File: src/rtl/tpp_pkg.sv
package tpp_pkg;
   localparam int unsigned MIN_PERIOD = 4;
   localparam int unsigned NUM_PHASES = 2;

   typedef struct packed {
      logic trip;
      logic peak;
   } tpp_phase_in_t;
endpackage

File: src/rtl/tpp_period_timer.sv
module tpp_period_timer #(
   parameter int unsigned PW = 12
) (
   input  logic          clk,
   input  logic          rst_n,
   input  logic [PW-1:0] period,
   output logic [1:0]    stb
);
   import tpp_pkg::*;

   logic [PW-1:0] eff_period;
   logic [PW-1:0] last_cnt;
   logic [PW-1:0] half_cnt;
   logic [PW-1:0] cnt_q;
   logic          live_q;
   logic [PW-1:0] offset [NUM_PHASES];

   assign eff_period = (period < PW'(MIN_PERIOD)) ? PW'(MIN_PERIOD) : period;
   assign last_cnt   = eff_period - PW'(1);
   assign half_cnt   = eff_period >> 1;

   always_ff @(posedge clk or negedge rst_n) begin
      if (!rst_n) begin
         cnt_q  <= '0;
         live_q <= 1'b0;
      end else if (!live_q) begin
         live_q <= 1'b1;
      end else if (cnt_q >= last_cnt) begin
         cnt_q <= '0;
      end else begin
         cnt_q <= cnt_q + PW'(1);
      end
   end

   for (genvar g = 0; g < NUM_PHASES; g++) begin : g_slot
      if (g == 0) begin : g_first
         assign offset[g] = '0;
      end else begin : g_later
         assign offset[g] = half_cnt;
      end
      assign stb[g] = live_q && (cnt_q == offset[g]);
   end
endmodule

File: src/rtl/tpp_phase_latch.sv
module tpp_phase_latch #(
   parameter int unsigned MW = 6
) (
   input  logic                   clk,
   input  logic                   rst_n,
   input  logic                   stb,
   input  tpp_pkg::tpp_phase_in_t pin,
   input  logic                   block,
   input  logic [MW-1:0]          min_on,
   output logic                   q
);
   localparam logic [MW-1:0] ON_MAX = '1;

   logic [MW-1:0] on_cnt;
   logic          trip_at_set;
   logic          trip_ok;

   assign trip_at_set = pin.trip && (min_on == '0);
   assign trip_ok     = pin.trip && (on_cnt >= min_on);

   always_ff @(posedge clk or negedge rst_n) begin
      if (!rst_n) begin
         q      <= 1'b0;
         on_cnt <= '0;
      end else if (block) begin
         q      <= 1'b0;
         on_cnt <= '0;
      end else if (stb) begin
         q      <= !(pin.peak || trip_at_set);
         on_cnt <= MW'(1);
      end else if (q) begin
         if (pin.peak || trip_ok) begin
            q <= 1'b0;
         end else if (on_cnt != ON_MAX) begin
            on_cnt <= on_cnt + MW'(1);
         end
      end
   end
endmodule

File: src/rtl/twin_phase_pwm.sv
module twin_phase_pwm #(
   parameter int unsigned PERIOD_W = 12,
   parameter int unsigned MINON_W  = 6
) (
   input  logic                clk,
   input  logic                rst_n,
   input  logic [PERIOD_W-1:0] period,
   input  logic [MINON_W-1:0]  min_on,
   input  logic                enable,
   input  logic                fault,
   input  logic [1:0]          trip,
   input  logic [1:0]          peak_oc,
   output logic [1:0]          pwm_hi,
   output logic [1:0]          start_stb
);
   import tpp_pkg::*;

   if (PERIOD_W < 3) begin : g_bad_pw
      $error("PERIOD_W must hold the minimum period");
   end
   if (MINON_W < 1) begin : g_bad_mw
      $error("MINON_W must be at least 1");
   end

   logic block;
   assign block = !enable || fault;

   tpp_period_timer #(.PW(PERIOD_W)) i_timer (
      .clk    (clk),
      .rst_n  (rst_n),
      .period (period),
      .stb    (start_stb)
   );

   for (genvar g = 0; g < NUM_PHASES; g++) begin : g_phase
      tpp_phase_in_t pin;
      assign pin.trip = trip[g];
      assign pin.peak = peak_oc[g];
      tpp_phase_latch #(.MW(MINON_W)) i_latch (
         .clk    (clk),
         .rst_n  (rst_n),
         .stb    (start_stb[g]),
         .pin    (pin),
         .block  (block),
         .min_on (min_on),
         .q      (pwm_hi[g])
      );
   end
endmodule

File: config.mk
export PLATFORM = sky130hd
export DESIGN_NAME = twin_phase_pwm
export DESIGN_NICKNAME = d
export VERILOG_FILES = /design/src/rtl/tpp_pkg.sv /design/src/rtl/tpp_period_timer.sv /design/src/rtl/tpp_phase_latch.sv /design/src/rtl/twin_phase_pwm.sv
export SDC_FILE = /design/constraint.sdc
export NUM_CORES = 1
export LEC_CHECK = 0
export ABC_CLOCK_PERIOD_IN_PS = 6300
export BUFFER_PORTS_ARGS = -buffer_cell sky130_fd_sc_hd__clkbuf_2
export CAP_MARGIN = 0
export CORE_MARGIN = 3
export CORE_UTILIZATION = 30
export DETAILED_ROUTE_END_ITERATION = 6
export HOLD_SLACK_MARGIN = 0.1
export SLEW_MARGIN = 15
export SYNTH_ARGS = -nofsm -noshare
export SYNTH_HDL_FRONTEND = slang
export SYNTH_SLANG_ARGS = --single-unit
File: constraint.sdc
create_clock -name clk -period 6.3 [get_ports clk]
set_clock_uncertainty 0.2 [all_clocks]
set_input_delay 0 -clock clk [delete_from_list [all_inputs] [get_ports clk]]
set_output_delay 0 -clock clk [all_outputs]
set_load 0.02 [all_outputs]
Yosys cells after proc, flatten, opt, wreduce, memory -nomap -nowiden
Cells that the tools add are included. Widths: inputs -> output; s select.

Register bits after elaboration: 27. Output and inout port bits: 4. Word-level logic and storage cells: 61. Input port bits: 26.

Magnitude comparators: 4. Add/subtract/negate cells: 4. Reduce and logical (&&, ||, !) cells: 22. Equality and inequality tests: 5. Muxes and demuxes: 20.

Operators by type and width (number): $mux 6 (10); $mux 12 (2); $add 12x1->12 const B (1); $add 6x1->6 const B (2); $eq 12x11->1 (1); $ge 12x12->1 (1); $ge 6x6->1 (2); $logic_not 12->1 (1); $lt 12x3->1 const B (1); $ne 6x6->1 const B (2); $reduce_bool 3->1 (4); $sub 12x1->12 const B (1); $mux 1 (8); $logic_and 1x1->1 (6); $logic_not 6->1 (1); $ne 3x2->1 const B (2); $reduce_and 3->1 (2); $logic_or 1x1->1 (5); $logic_not 1->1 (3).

Depth between registers and ports, before layout
Gate-level depths: netlist of the first run.

Depth after elaboration: 7. Depth in mapped cells: 14. Depth with buffers taken out: 13.

Modules after synthesis
Synthesis of the first run repeated with hierarchy kept, for this count alone.

Cells, all modules: 285. Area total of the unflattened synthesis: 2429.8 µm².

By module, submodules not included: tpp_period_timer (times used 1, seq. area each 325.3 µm², cells an instance 158, area each 1295.0 µm²); tpp_phase_latch (times used 2, seq. area each 175.2 µm², cells an instance 63, area each 564.3 µm²); twin_phase_pwm (times used 1, seq. area each 0.0 µm², cells an instance 1, area each 6.3 µm²).

Worst setup path after synthesis of the first run
OpenSTA, ideal clock, no wires.

Path type: input port to flip-flop. Start point: in period[5]. End point: reg i_timer.cnt_q[2]. Setup time: 0.144 ns. Path buffers: 1. Cell stages on the path: 13. Data required time: 5.956 ns. Data arrival time: 2.422 ns. Slack: 3.535 ns. Cell sequence: buf_2 -> nor4_4 -> nand2_1 -> o21ai_0 -> ha_1 -> nand3_1 -> nor4_1 -> xnor2_1 -> ha_1 -> and2_1 -> o22ai_1 -> a211oi_2 -> nor3_1.

Longest elaborated chain between the ends: 5.

RTL lines: start, declared (line twin_phase_pwm.sv:7) `input logic [PERIOD_W-1:0] period,`; $lt 12x3->1 (line tpp_period_timer.sv:18) `assign eff_period = (period < PW'(MIN_PERIOD)) ? PW'(MIN_PERIOD) : period;`; $mux 12 (*) (line tpp_period_timer.sv:18); $sub 12x1->12 (*) (line tpp_period_timer.sv:19) `assign last_cnt = eff_period - PW'(1);`; $ge 12x12->1 (*) (line tpp_period_timer.sv:28) `end else if (cnt_q >= last_cnt) begin`; $mux 12 (*) (line tpp_period_timer.sv:28); end signal, assigned (line tpp_period_timer.sv:31) `cnt_q <= cnt_q + PW'(1);`; end, declared (line tpp_period_timer.sv:14) `logic [PW-1:0] cnt_q;`.

Mark *: on every way between the ends. The rest lies on a longest branch, timed or not. A chain may end at the register's enable or synchronous reset.

Final worst setup path of the first run
Start point: in period[9]. End point: reg i_timer.cnt_q[2].

Same word-level chain as after synthesis.

==> results of run 1 <==
[Yosys cell counts (all sizes together) (2+ instances only)]
| cell type | instances |
|---|---|
| a211oi | 5 |
| a21o | 2 |
| a21oi | 14 |
| a31oi | 5 |
| and2 | 3 |
| and3 | 9 |
| buf | 9 |
| dfrtp | 27 |
| ha | 29 |
| inv | 17 |
| mux2i | 2 |
| nand2 | 20 |
| nand2b | 8 |
| nand3 | 13 |
| nand4 | 8 |
| nand4b | 2 |
| nor2 | 22 |
| nor2b | 2 |
| nor3 | 15 |
| nor3b | 2 |
| nor4 | 10 |
| o21a | 4 |
| o21ai | 14 |
| o22ai | 2 |
| or3 | 2 |
| or4 | 2 |
| xnor2 | 19 |
| xor2 | 6 |
[path summary, 6_finish.rpt]
kind | end | cells past startpoint
min reg2reg | g_phase[1].i_latch.on_cnt[5]$_DFFE_PN0P_ | 2
max reg2reg | g_phase[0].i_latch.q$_DFF_PN0_ | 8
min in group clk | g_phase[1].i_latch.on_cnt[2]$_DFFE_PN0P_ | 5
max in group asynchronous | g_phase[1].i_latch.q$_DFF_PN0_ | 2
max | i_timer.cnt_q[2]$_DFFE_PN0P_ | 13
min | g_phase[1].i_latch.on_cnt[5]$_DFFE_PN0P_ | 2
[per-stage QoR]
| step | area (um2) | setup slack (ns) |
|---|---|---|
| global route | 2830 | 3.01 |
| global placement | 2680 | 3.07 |
| floorplan | 2460 | 3.53 |
| finish | 2830 | 3.38 |
| detailed placement | 2680 | 3.04 |
| CTS | 2830 | 3.35 |
[power by group through the flow]
| stage | Combinational, W | Sequential (W) | Clock (W) |
|---|---|---|---|
| after CTS | 0.000255 | 0.000281 | 0.000105 |
| after global placement | 0.000246 | 0.000284 | 0 |
| final | 0.000252 | 0.000281 | 0.000103 |
| after floorplan | 0.000197 | 0.000255 | 0 |
| after global routing | 0.000296 | 0.000292 | 0.000115 |
| after detailed placement | 0.000251 | 0.000284 | 0 |
[cell type report]
type / count / area [um2]
Fill cell: 840 / 5020
Multi-Input combinational cell: 235 / 1670
Sequential cell: 27 / 676
Timing Repair Buffer: 39 / 245
Tap cell: 102 / 128
Inverter: 17 / 63.8
Clock buffer: 3 / 41.3
Clock inverter: 1 / 5.00
[metal layers]
metal | global-route usage (%) | vias up | share of wire (%)
met1 | 17.3 | 1002 | 49
met5 | 0 | - | 0
li1 | - | 1117 | -
met2 | 21.3 | 61 | 44
met3 | 1.59 | 9 | 4.3
met4 | 3.89 | 0 | 1.8
[kinds of logic after synthesis]
group,after synthesis,share of synthesized area [%]
compound gates,57,16.5
xor+xnor,25,8.89
fa+ha+maj,29,14.7
buf+inv,26,4.77
flops,27,27.4
mux,2,0.813
other cells,1,0.152
simple gates,121,26.7
[flip-flops by register name, summed over array words and instances, names as in the netlist]
| name | cells |
|---|---|
| g_phase.i_latch.q | 2 |
| i_timer.live_q | 1 |
| g_phase.i_latch.on_cnt | 12 |
| i_timer.cnt_q | 12 |
[worst register-to-register path, delay by kind of cell, from the launching register on]
| kind | cells | cell delay, ns |
|---|---|---|
| AOI/OAI and AO/OA | 2 | 0.29 |
| adders and majority gates | 1 | 0.17 |
| buffers and inverters | 2 | 0.74 |
| DFF | 1 | 0.51 |
| and+or+nand+nor | 3 | 0.82 |
==> impl_metrics.py, run 1 <==
metrics = {
    "clocking": {
        "cts_tree": "done",
        "cts.hold.buffers_added": 10,
        "htree_levels": 1,
        "clk_pin_slew_ns": 0.10,
        "cts_buffer_depth": 2,
        "ctsResizeCount": 0,
        "postCtsSetupRepairBufs": 0,
        "cts_buffers": 3,
        "clk_latency_ns": 0.28,
        "root_buffer": "clkbuf_8",
        "cts.sinks": 27,
    },
    "die": {
        "die_x_um": 96.6,
        "die_area_um2": 9340,
        "die_h_um": 96.6,
        "initial_core_util_pct": 31.4,
        "rows": 32,
        "core-area_um2": 7850,
        "io-pin-count": 30,
    },
    "synthesis": {
        "yosys_warnings": 0,
        "syn_area_um2": 2460,
        "synth-async-reset-ratio_pct": 100,
        "synth_edf_count": 0,
        "syn_nets": 343,
        "ys_seq_area_share_pct": 27.4,
        "synth-seq-cells": 27,
        "synth.distinct_cells": 53,
        "ys_top_cells_by_area": "dfrtp_1, ha_1, xnor2_1",
        "synth_top_cell_by_area": "dfrtp_1",
        "synth_top_area_share_pct": 27.4,
        "ys.flop_type": "dfrtp_1",
        "syn_avg_cell_area_um2": 8.55,
        "netlist_instances": 288,
    },
    "timing": {
        "rsz0062_at_grt": "no",
        "timing.hold.ws_ns": 0.0903,
        "timing.final.crit_share_pct": 46.3,
        "final_max_slew_viol_count": 0,
        "hold_viol": 0,
        "setup_viol": 0,
        "period_needed_ns": 2.92,
        "relSlewSlack_pct": 52.8,
        "fmax_mhz": 343,
        "setup-tns-final_ns": 0,
        "worst_pin_slew_ns": 0.708,
    },
    "power_and_ir_drop": {
        "power_w": 0.000636,
        "internal_power_w": 0.000366,
        "power_density_nw_per_um2": 225,
        "power.switching_w": 0.000270,
        "pwr-share-seq_pct": 44.2,
        "combPwrFrac_pct": 39.6,
        "p_leak_nw": 1.27,
        "peakVddDrop_mv": 0.0721,
        "clkPwrFrac_pct": 16.2,
        "p_sw_share_pct": 42.5,
    },
    "place": {
        "dp_hpwl_mm": 4.45,
        "dp.cells": 410,
        "portBuffers": 29,
        "gp_congestion": 0.830,
    },
    "global_routing": {
        "grt_pass1_vias": 2298,
        "grt_first_pass_wirelength_mm": 10.3,
        "grt_usage_pct": 12.8,
        "overflow": 0,
        "grt_max_degree": 28,
        "antenna_found_initial": 0,
    },
    "layout": {
        "area_growth_pct": 14.8,
        "final_cell_count_no_fill": 424,
        "fin_nets": 378,
        "antennaDiodeCount": 0,
        "final_core_util_pct": 36.0,
        "most-common-layout-cells": "ha_1, clkbuf_2, dfrtp_1",
        "layout-drive-gt1-share_pct": 13.4,
    },
    "routing": {
        "via_count": 2189,
        "totalWireLength_mm": 5.63,
        "drt_drc_violations_left": 0,
        "first_pass_iters": 4,
        "drt-initial-drc-count": 100,
        "via_per_inst": 5.16,
        "wire_per_inst_um": 13.3,
        "ant_nets": 0,
    },
    "critical_path": {
        "cp_max_fo": 9,
        "cp_top_family": "simple AND/OR/NAND/NOR gates",
        "critPathLaunchType": "input port",
        "cp_data_required_time_ns": 6.25,
        "crit_path_end_kind": "register",
        "crit_path_top_delay_cell": "a211oi_2",
        "regToRegSetupSlack_ns": 3.51,
        "timing_worst_setup_path_type": "in2reg",
        "crit_arrival_ns": 2.86,
        "critPathMaxStageDelay_ns": 0.55,
        "r2r_start": "i_timer.cnt_q[0]$_DFFE_PN0P_",
        "startpoint": "period[9]",
        "path_buf_inv": 1,
        "crit_chain": "clkbuf_2, nor3_1, nand2_1, o21ai_0, ha_1, nand3_1, nor4_1, xnor2_1, ha_1, and2_1, o22ai_1, a211oi_2, nor3_1",
    },
    "run_status": {
        "status": "complete, no violations",
    },
    "min_path": {
        "min_path_type": "in2async",
    },
    "run": {
        "max_cap_violations": 0,
    },
}
No activity file was read; power rests on OpenSTA's default activity.
==> run 2: changes to the inputs <==
--- a/config.mk
+++ b/config.mk
@@ -5,7 +5,7 @@
 export SDC_FILE = /design/constraint.sdc
 export NUM_CORES = 1
 export LEC_CHECK = 0
-export ABC_CLOCK_PERIOD_IN_PS = 6300
+export ABC_CLOCK_PERIOD_IN_PS = 2700
 export BUFFER_PORTS_ARGS = -buffer_cell sky130_fd_sc_hd__clkbuf_2
 export CAP_MARGIN = 0
 export CORE_MARGIN = 3
==> constraint.sdc (replaced) <==
create_clock -name clk -period 2.7 [get_ports clk]
set_clock_uncertainty 0.2 [all_clocks]
set_input_delay 0 -clock clk [delete_from_list [all_inputs] [get_ports clk]]
set_output_delay 0 -clock clk [all_outputs]
set_load 0.02 [all_outputs]
==> run 2 against run 1 <==
Routed wire length increased by 7.2%; power increased by 150%; flip-flop and latch count unchanged; worst hold slack got worse by 0.0052 ns; clock power increased by 120%; via count increased by 5.4%; die area unchanged; register-to-register slack got worse by 3.4 ns; worst setup slack got worse by 3.2 ns; critical path type is now reg2reg.
==> impl_metrics.py, run 2 (synthesis results as in run 1) <==
metrics = {
    "run_status": {
        "status": "complete, no violations",
    },
    "routing": {
        "drt-initial-drc-count": 58,
        "ant_nets": 0,
        "drt_drc_violations_left": 0,
        "totalWireLength_mm": 6.04,
        "first_pass_iters": 4,
        "via_per_inst": 5.17,
        "via_count": 2308,
        "wire_per_inst_um": 13.5,
    },
    "layout": {
        "top_regs": "g_phase.i_latch.on_cnt (12), i_timer.cnt_q (12), g_phase.i_latch.q (2)",
        "antennaDiodeCount": 0,
        "stdcell_area_um2": 3060,
        "area_growth_pct": 24.2,
        "fillers": 847,
        "layout-drive-gt1-share_pct": 22.7,
        "final_core_util_pct": 39.0,
        "most-common-layout-cells": "ha_1, clkbuf_2, dfrtp_1",
        "fin_nets": 400,
    },
    "place": {
        "dp_hpwl_mm": 4.67,
        "portBuffers": 29,
        "gp_congestion": 0.886,
        "place_area_um2": 2850,
    },
    "global_routing": {
        "grt_max_degree": 28,
        "grt_usage_pct": 13.2,
        "overflow": 0,
        "grt_pass1_vias": 2442,
        "antenna_found_initial": 0,
        "grt_first_pass_wirelength_mm": 10.7,
    },
    "clocking": {
        "cts_buffers": 3,
        "root_buffer": "clkbuf_8",
        "postCtsSetupRepairBufs": 0,
        "cts_tree": "done",
        "clk_pin_slew_ns": 0.10,
        "cts_buffer_depth": 2,
        "htree_levels": 1,
        "cts.sinks": 27,
        "clk_latency_ns": 0.27,
    },
    "timing": {
        "timing.final.crit_share_pct": 94.9,
        "period_needed_ns": 2.56,
        "worst_pin_slew_ns": 0.670,
        "final_max_slew_viol_count": 0,
        "fmax_mhz": 390,
        "rsz0062_at_grt": "yes",
        "hold_viol": 0,
        "timing.hold.ws_ns": 0.0852,
        "setup_viol": 0,
        "relSlewSlack_pct": 55.3,
    },
    "min_path": {
        "min_path_type": "in2async",
    },
    "critical_path": {
        "cp_max_fo": 9,
        "r2r_start": "i_timer.cnt_q[1]$_DFFE_PN0P_",
        "timing_worst_setup_path_type": "reg2reg",
        "crit_path_end_kind": "register",
        "critPathLaunchType": "register",
        "crit_arrival_ns": 2.58,
        "crit_top_cell": "a31oi_1",
        "crit_chain": "inv_1, ha_1, nor4bb_2, nand3_2, a31oi_1, a31oi_1, nor3_1, dlygate4sd3_1",
        "crit_path_top_delay_cell": "dlygate4sd3_1",
        "cp_data_required_time_ns": 2.72,
        "critPathMaxStageDelay_ns": 0.57,
        "startpoint": "i_timer.cnt_q[1]$_DFFE_PN0P_",
    },
    "power_and_ir_drop": {
        "pwr-share-seq_pct": 41.4,
        "power_density_nw_per_um2": 510,
        "p_sw_share_pct": 42.3,
        "internal_power_w": 0.000900,
        "power.switching_w": 0.000660,
        "p_leak_nw": 1.38,
        "power_w": 0.00156,
        "peakVddDrop_mv": 0.165,
        "combPwrFrac_pct": 43.7,
        "clkPwrFrac_pct": 14.8,
    },
    "die": {
        "die_area_um2": 9340,
        "core-area_um2": 7850,
        "rows": 32,
        "die_h_um": 96.6,
        "die_x_um": 96.6,
        "initial_core_util_pct": 31.4,
        "io-pin-count": 30,
    },
    "run": {
        "max_cap_violations": 0,
    },
}
==> run 2: cell types whose count changed in the layout (fill, tap and decap cells not counted), moves of 2 or more <==
cell,previous run,this run
nor3_2,0,3
nand3_2,0,2
nor3_1,15,12
nand3_1,13,11
buf_4,0,21
==> run 2: stage by stage <==
| step | cells | setup TNS (ns) | worst slack [ns] |
|---|---|---|---|
| detailed placement | 431 | -1.08 | -0.196 |
| CTS | 446 | 0 | 0.0510 |
| floorplan | 288 | 0 | 0.0331 |
| global route | 446 | -0.157 | -0.0878 |
| global placement | 431 | -0.213 | -0.0875 |
| finish | 446 | 0 | 0.138 |
==> run 2: final timing paths <==
| path | slack [ns] | depth (start not counted) | endpoint |
|---|---|---|---|
| worst max-delay path | 0.14 | 8 | g_phase[0].i_latch.q$_DFF_PN0_ |
| worst min-delay path | 0.09 | 2 | i_timer.cnt_q[3]$_DFFE_PN0P_ |
| worst max register to register | 0.14 | 8 | g_phase[0].i_latch.q$_DFF_PN0_ |
| worst min register to register | 0.40 | 3 | i_timer.cnt_q[0]$_DFFE_PN0P_ |
| max in group asynchronous | 1.75 | 2 | i_timer.live_q$_DFF_PN0_ |
| min in group clk | 0.26 | 7 | g_phase[1].i_latch.on_cnt[3]$_DFFE_PN0P_ |
==> run 2: routing by layer <==
layer | global-route usage, % | up-vias | part of all wire (%)
met5 | 0 | - | 0
met3 | 1.66 | 10 | 3.1
li1 | - | 1162 | -
met4 | 4.00 | 0 | 1.5
met2 | 23.6 | 41 | 49
met1 | 16.5 | 1095 | 46
==> run 2: timing repair <==
item                                    CTS  global route
hold buffers                             11             0
endpoints found under the setup margin    0            15
resized for setup                         0            14
hold endpoints to repair                 39             0
==> run 2: layout make-up <==
class / instances / area [um2] / share of cell area [%]
multi-input cells: 235 / 1730 / 56.7
inverters: 17 / 63.8 / 2.09
flip-flops and latches: 27 / 677 / 22.1
repair buffers: 61 / 413 / 13.5
clock buffers: 4 / 45.0 / 1.47
well taps: 102 / 128 / 4.17
==> run 2: critical path: cells and delay by family (launching register included) <==
family / cells / cell delay [ns]
buf+inv: 2 / 0.69
compound gates: 2 / 0.27
flops: 1 / 0.52
fa+ha+maj: 1 / 0.15
simple gates: 3 / 0.67
==> run 2: power by group through the flow <==
stage               sequential, W  clock (W)  combinational, W
floorplan                0.000595          0          0.000461
global route             0.000665   0.000259          0.000786
detailed placement       0.000650          0          0.000632
CTS                      0.000643   0.000243          0.000643
global placement         0.000650          0          0.000609
finish                   0.000646   0.000231          0.000682
==> run 3: changes to the inputs <==
--- a/config.mk
+++ b/config.mk
@@ -11,7 +11,7 @@
 export CORE_MARGIN = 3
 export CORE_UTILIZATION = 30
 export DETAILED_ROUTE_END_ITERATION = 6
-export HOLD_SLACK_MARGIN = 0.1
+export HOLD_SLACK_MARGIN = 0.15
 export SLEW_MARGIN = 15
 export SYNTH_ARGS = -nofsm -noshare
 export SYNTH_HDL_FRONTEND = slang
==> run 3 against run 2 <==
Largest cell class unchanged; global-route usage up 0.27 points; die area is the same; final area is 2.1% higher; power is 0.20% higher; sequential power barely moved; sequential share of layout area fell by 0.45 points.
==> impl_metrics.py, run 3 (synthesis results as in run 1) <==
metrics = {
    "global_routing": {
        "grt_usage_pct": 13.5,
        "overflow": 0,
        "grt_first_pass_wirelength_mm": 10.9,
        "grt_max_degree": 28,
        "antenna_found_initial": 0,
        "grt_pass1_vias": 2523,
    },
    "clocking": {
        "cts_tree": "done",
        "cts_buffers": 3,
        "root_buffer": "clkbuf_8",
        "htree_levels": 1,
        "cts.sinks": 27,
        "clk_latency_ns": 0.27,
        "cts_buffer_depth": 2,
        "clk_pin_slew_ns": 0.10,
    },
    "power_and_ir_drop": {
        "power_density_nw_per_um2": 500,
        "peakVddDrop_mv": 0.164,
        "power_w": 0.00156,
        "p_leak_nw": 1.42,
    },
    "routing": {
        "ant_nets": 0,
        "drt_drc_violations_left": 0,
        "via_per_inst": 5.14,
        "first_pass_iters": 4,
        "wire_per_inst_um": 13.8,
        "via_count": 2322,
        "drt-initial-drc-count": 83,
        "totalWireLength_mm": 6.23,
    },
    "min_path": {
        "min_path_type": "in2reg",
        "hold_depth": 7,
    },
    "layout": {
        "fillers": 841,
        "area_growth_pct": 26.8,
        "final_cell_count_no_fill": 452,
        "layout-drive-gt1-share_pct": 24.0,
        "stdcell_area_um2": 3120,
        "top_regs": "g_phase.i_latch.on_cnt (12), i_timer.cnt_q (12), g_phase.i_latch.q (2)",
        "antennaDiodeCount": 0,
        "fin_nets": 406,
        "most-common-layout-cells": "ha_1, clkbuf_2, dfrtp_1",
        "final_core_util_pct": 39.8,
    },
    "critical_path": {
        "cp_data_required_time_ns": 2.72,
        "cp_max_fo": 9,
        "crit_chain": "inv_1, ha_1, nor4bb_2, nand3_2, a31oi_1, a31oi_1, nor3_1, dlygate4sd3_1",
        "reg2reg_depth": 8,
        "crit_arrival_ns": 2.58,
        "timing_worst_setup_path_type": "reg2reg",
        "crit_path_top_delay_cell": "dlygate4sd3_1",
        "crit_path_end_kind": "register",
        "critPathMaxStageDelay_ns": 0.57,
        "critPathLaunchType": "register",
        "crit_top_cell": "a31oi_1",
    },
    "timing": {
        "timing.final.crit_share_pct": 94.8,
        "rsz0062_at_grt": "yes",
        "final_max_slew_viol_count": 0,
        "relSlewSlack_pct": 63.6,
        "period_needed_ns": 2.56,
        "finalWorstSetupSlack_ns": 0.141,
        "worst_pin_slew_ns": 0.541,
        "setup_viol": 0,
        "fmax_mhz": 391,
        "hold_viol": 0,
    },
    "die": {
        "die_h_um": 96.6,
        "die_area_um2": 9340,
        "initial_core_util_pct": 31.4,
        "rows": 32,
        "io-pin-count": 30,
        "core-area_um2": 7850,
        "die_x_um": 96.6,
    },
    "place": {
        "portBuffers": 29,
        "place_area_um2": 2850,
        "dp.cells": 431,
        "dp_hpwl_mm": 4.67,
        "dpl_worst_slack_ns": -0.196,
        "gp_congestion": 0.886,
    },
    "run_status": {
        "status": "complete, no violations",
    },
    "run": {
        "max_cap_violations": 0,
    },
}
run 3: changes by cell type in the layout (fill, tap and decap cells not counted):
cell | before | now
o21ai_2 | 1 | 2
buf_4 | 21 | 25
o21ai_1 | 1 | 0
buf_12 | 0 | 1
dlygate4sd3_1 | 11 | 12
run 3: path summary, 6_finish.rpt:
path / end / slack (ns) / start
setup reg to reg: g_phase[0].i_latch.q$_DFF_PN0_ / 0.14 / i_timer.cnt_q[1]$_DFFE_PN0P_
max in group asynchronous: i_timer.live_q$_DFF_PN0_ / 1.59 / rst_n
min in group asynchronous: g_phase[1].i_latch.q$_DFF_PN0_ / 0.54 / rst_n
hold reg to reg: i_timer.cnt_q[0]$_DFFE_PN0P_ / 0.41 / i_timer.cnt_q[0]$_DFFE_PN0P_
setup / recovery: g_phase[0].i_latch.q$_DFF_PN0_ / 0.14 / i_timer.cnt_q[1]$_DFFE_PN0P_
hold / removal: g_phase[1].i_latch.on_cnt[3]$_DFFE_PN0P_ / 0.26 / period[4]
run 3: critical path, delay by kind of cell (launching register included):
kind | cells | cell delay (ns)
buf+inv | 2 | 0.69
compound gates | 2 | 0.27
flops | 1 | 0.52
simple gates | 3 | 0.67
fa+ha+maj | 1 | 0.15
run 3: power breakdown:
part / total [W] / internal, W / switching (W)
logic: 0.000687 / 0.000318 / 0.000369
clock network: 0.000232 / 0.000106 / 0.000126
registers: 0.000644 / 0.000480 / 0.000164
run 3: routing by layer:
| metal | vias to the layer above | global-route usage (%) | part of all wire [%] |
|---|---|---|---|
| met5 | - | 0 | 0 |
| met2 | 49 | 24.2 | 50 |
| met3 | 10 | 1.73 | 3.2 |
| met1 | 1092 | 16.6 | 46 |
| met4 | 0 | 4.54 | 1.4 |
| li1 | 1171 | - | - |
run 3: metrics by stage:
stage / hold WS [ns] / setup TNS (ns)
after global routing: 0.309 / -0.171
after global placement: -0.125 / -0.213
after detailed placement: -0.112 / -1.08
after floorplan: -0.496 / 0
after CTS: 0.255 / 0
final: 0.257 / 0
run 3: final cells by class:
| class | count | area [um2] | area share, % |
|---|---|---|---|
| multi-input cells | 235 | 1740 | 55.6 |
| well taps | 102 | 128 | 4.08 |
| repair buffers | 67 | 473 | 15.1 |
| inverters | 17 | 63.8 | 2.04 |
| flip-flops and latches | 27 | 677 | 21.7 |
| clock buffers | 4 | 45.0 | 1.44 |
run 3: what timing repair did:
item                                    in CTS  in global routing
gates resized for setup                      0                 15
endpoints found under the setup margin       0                 15
endpoints found under the hold margin       39                  0
setup buffers                                0                  4
hold buffers                                13                  0
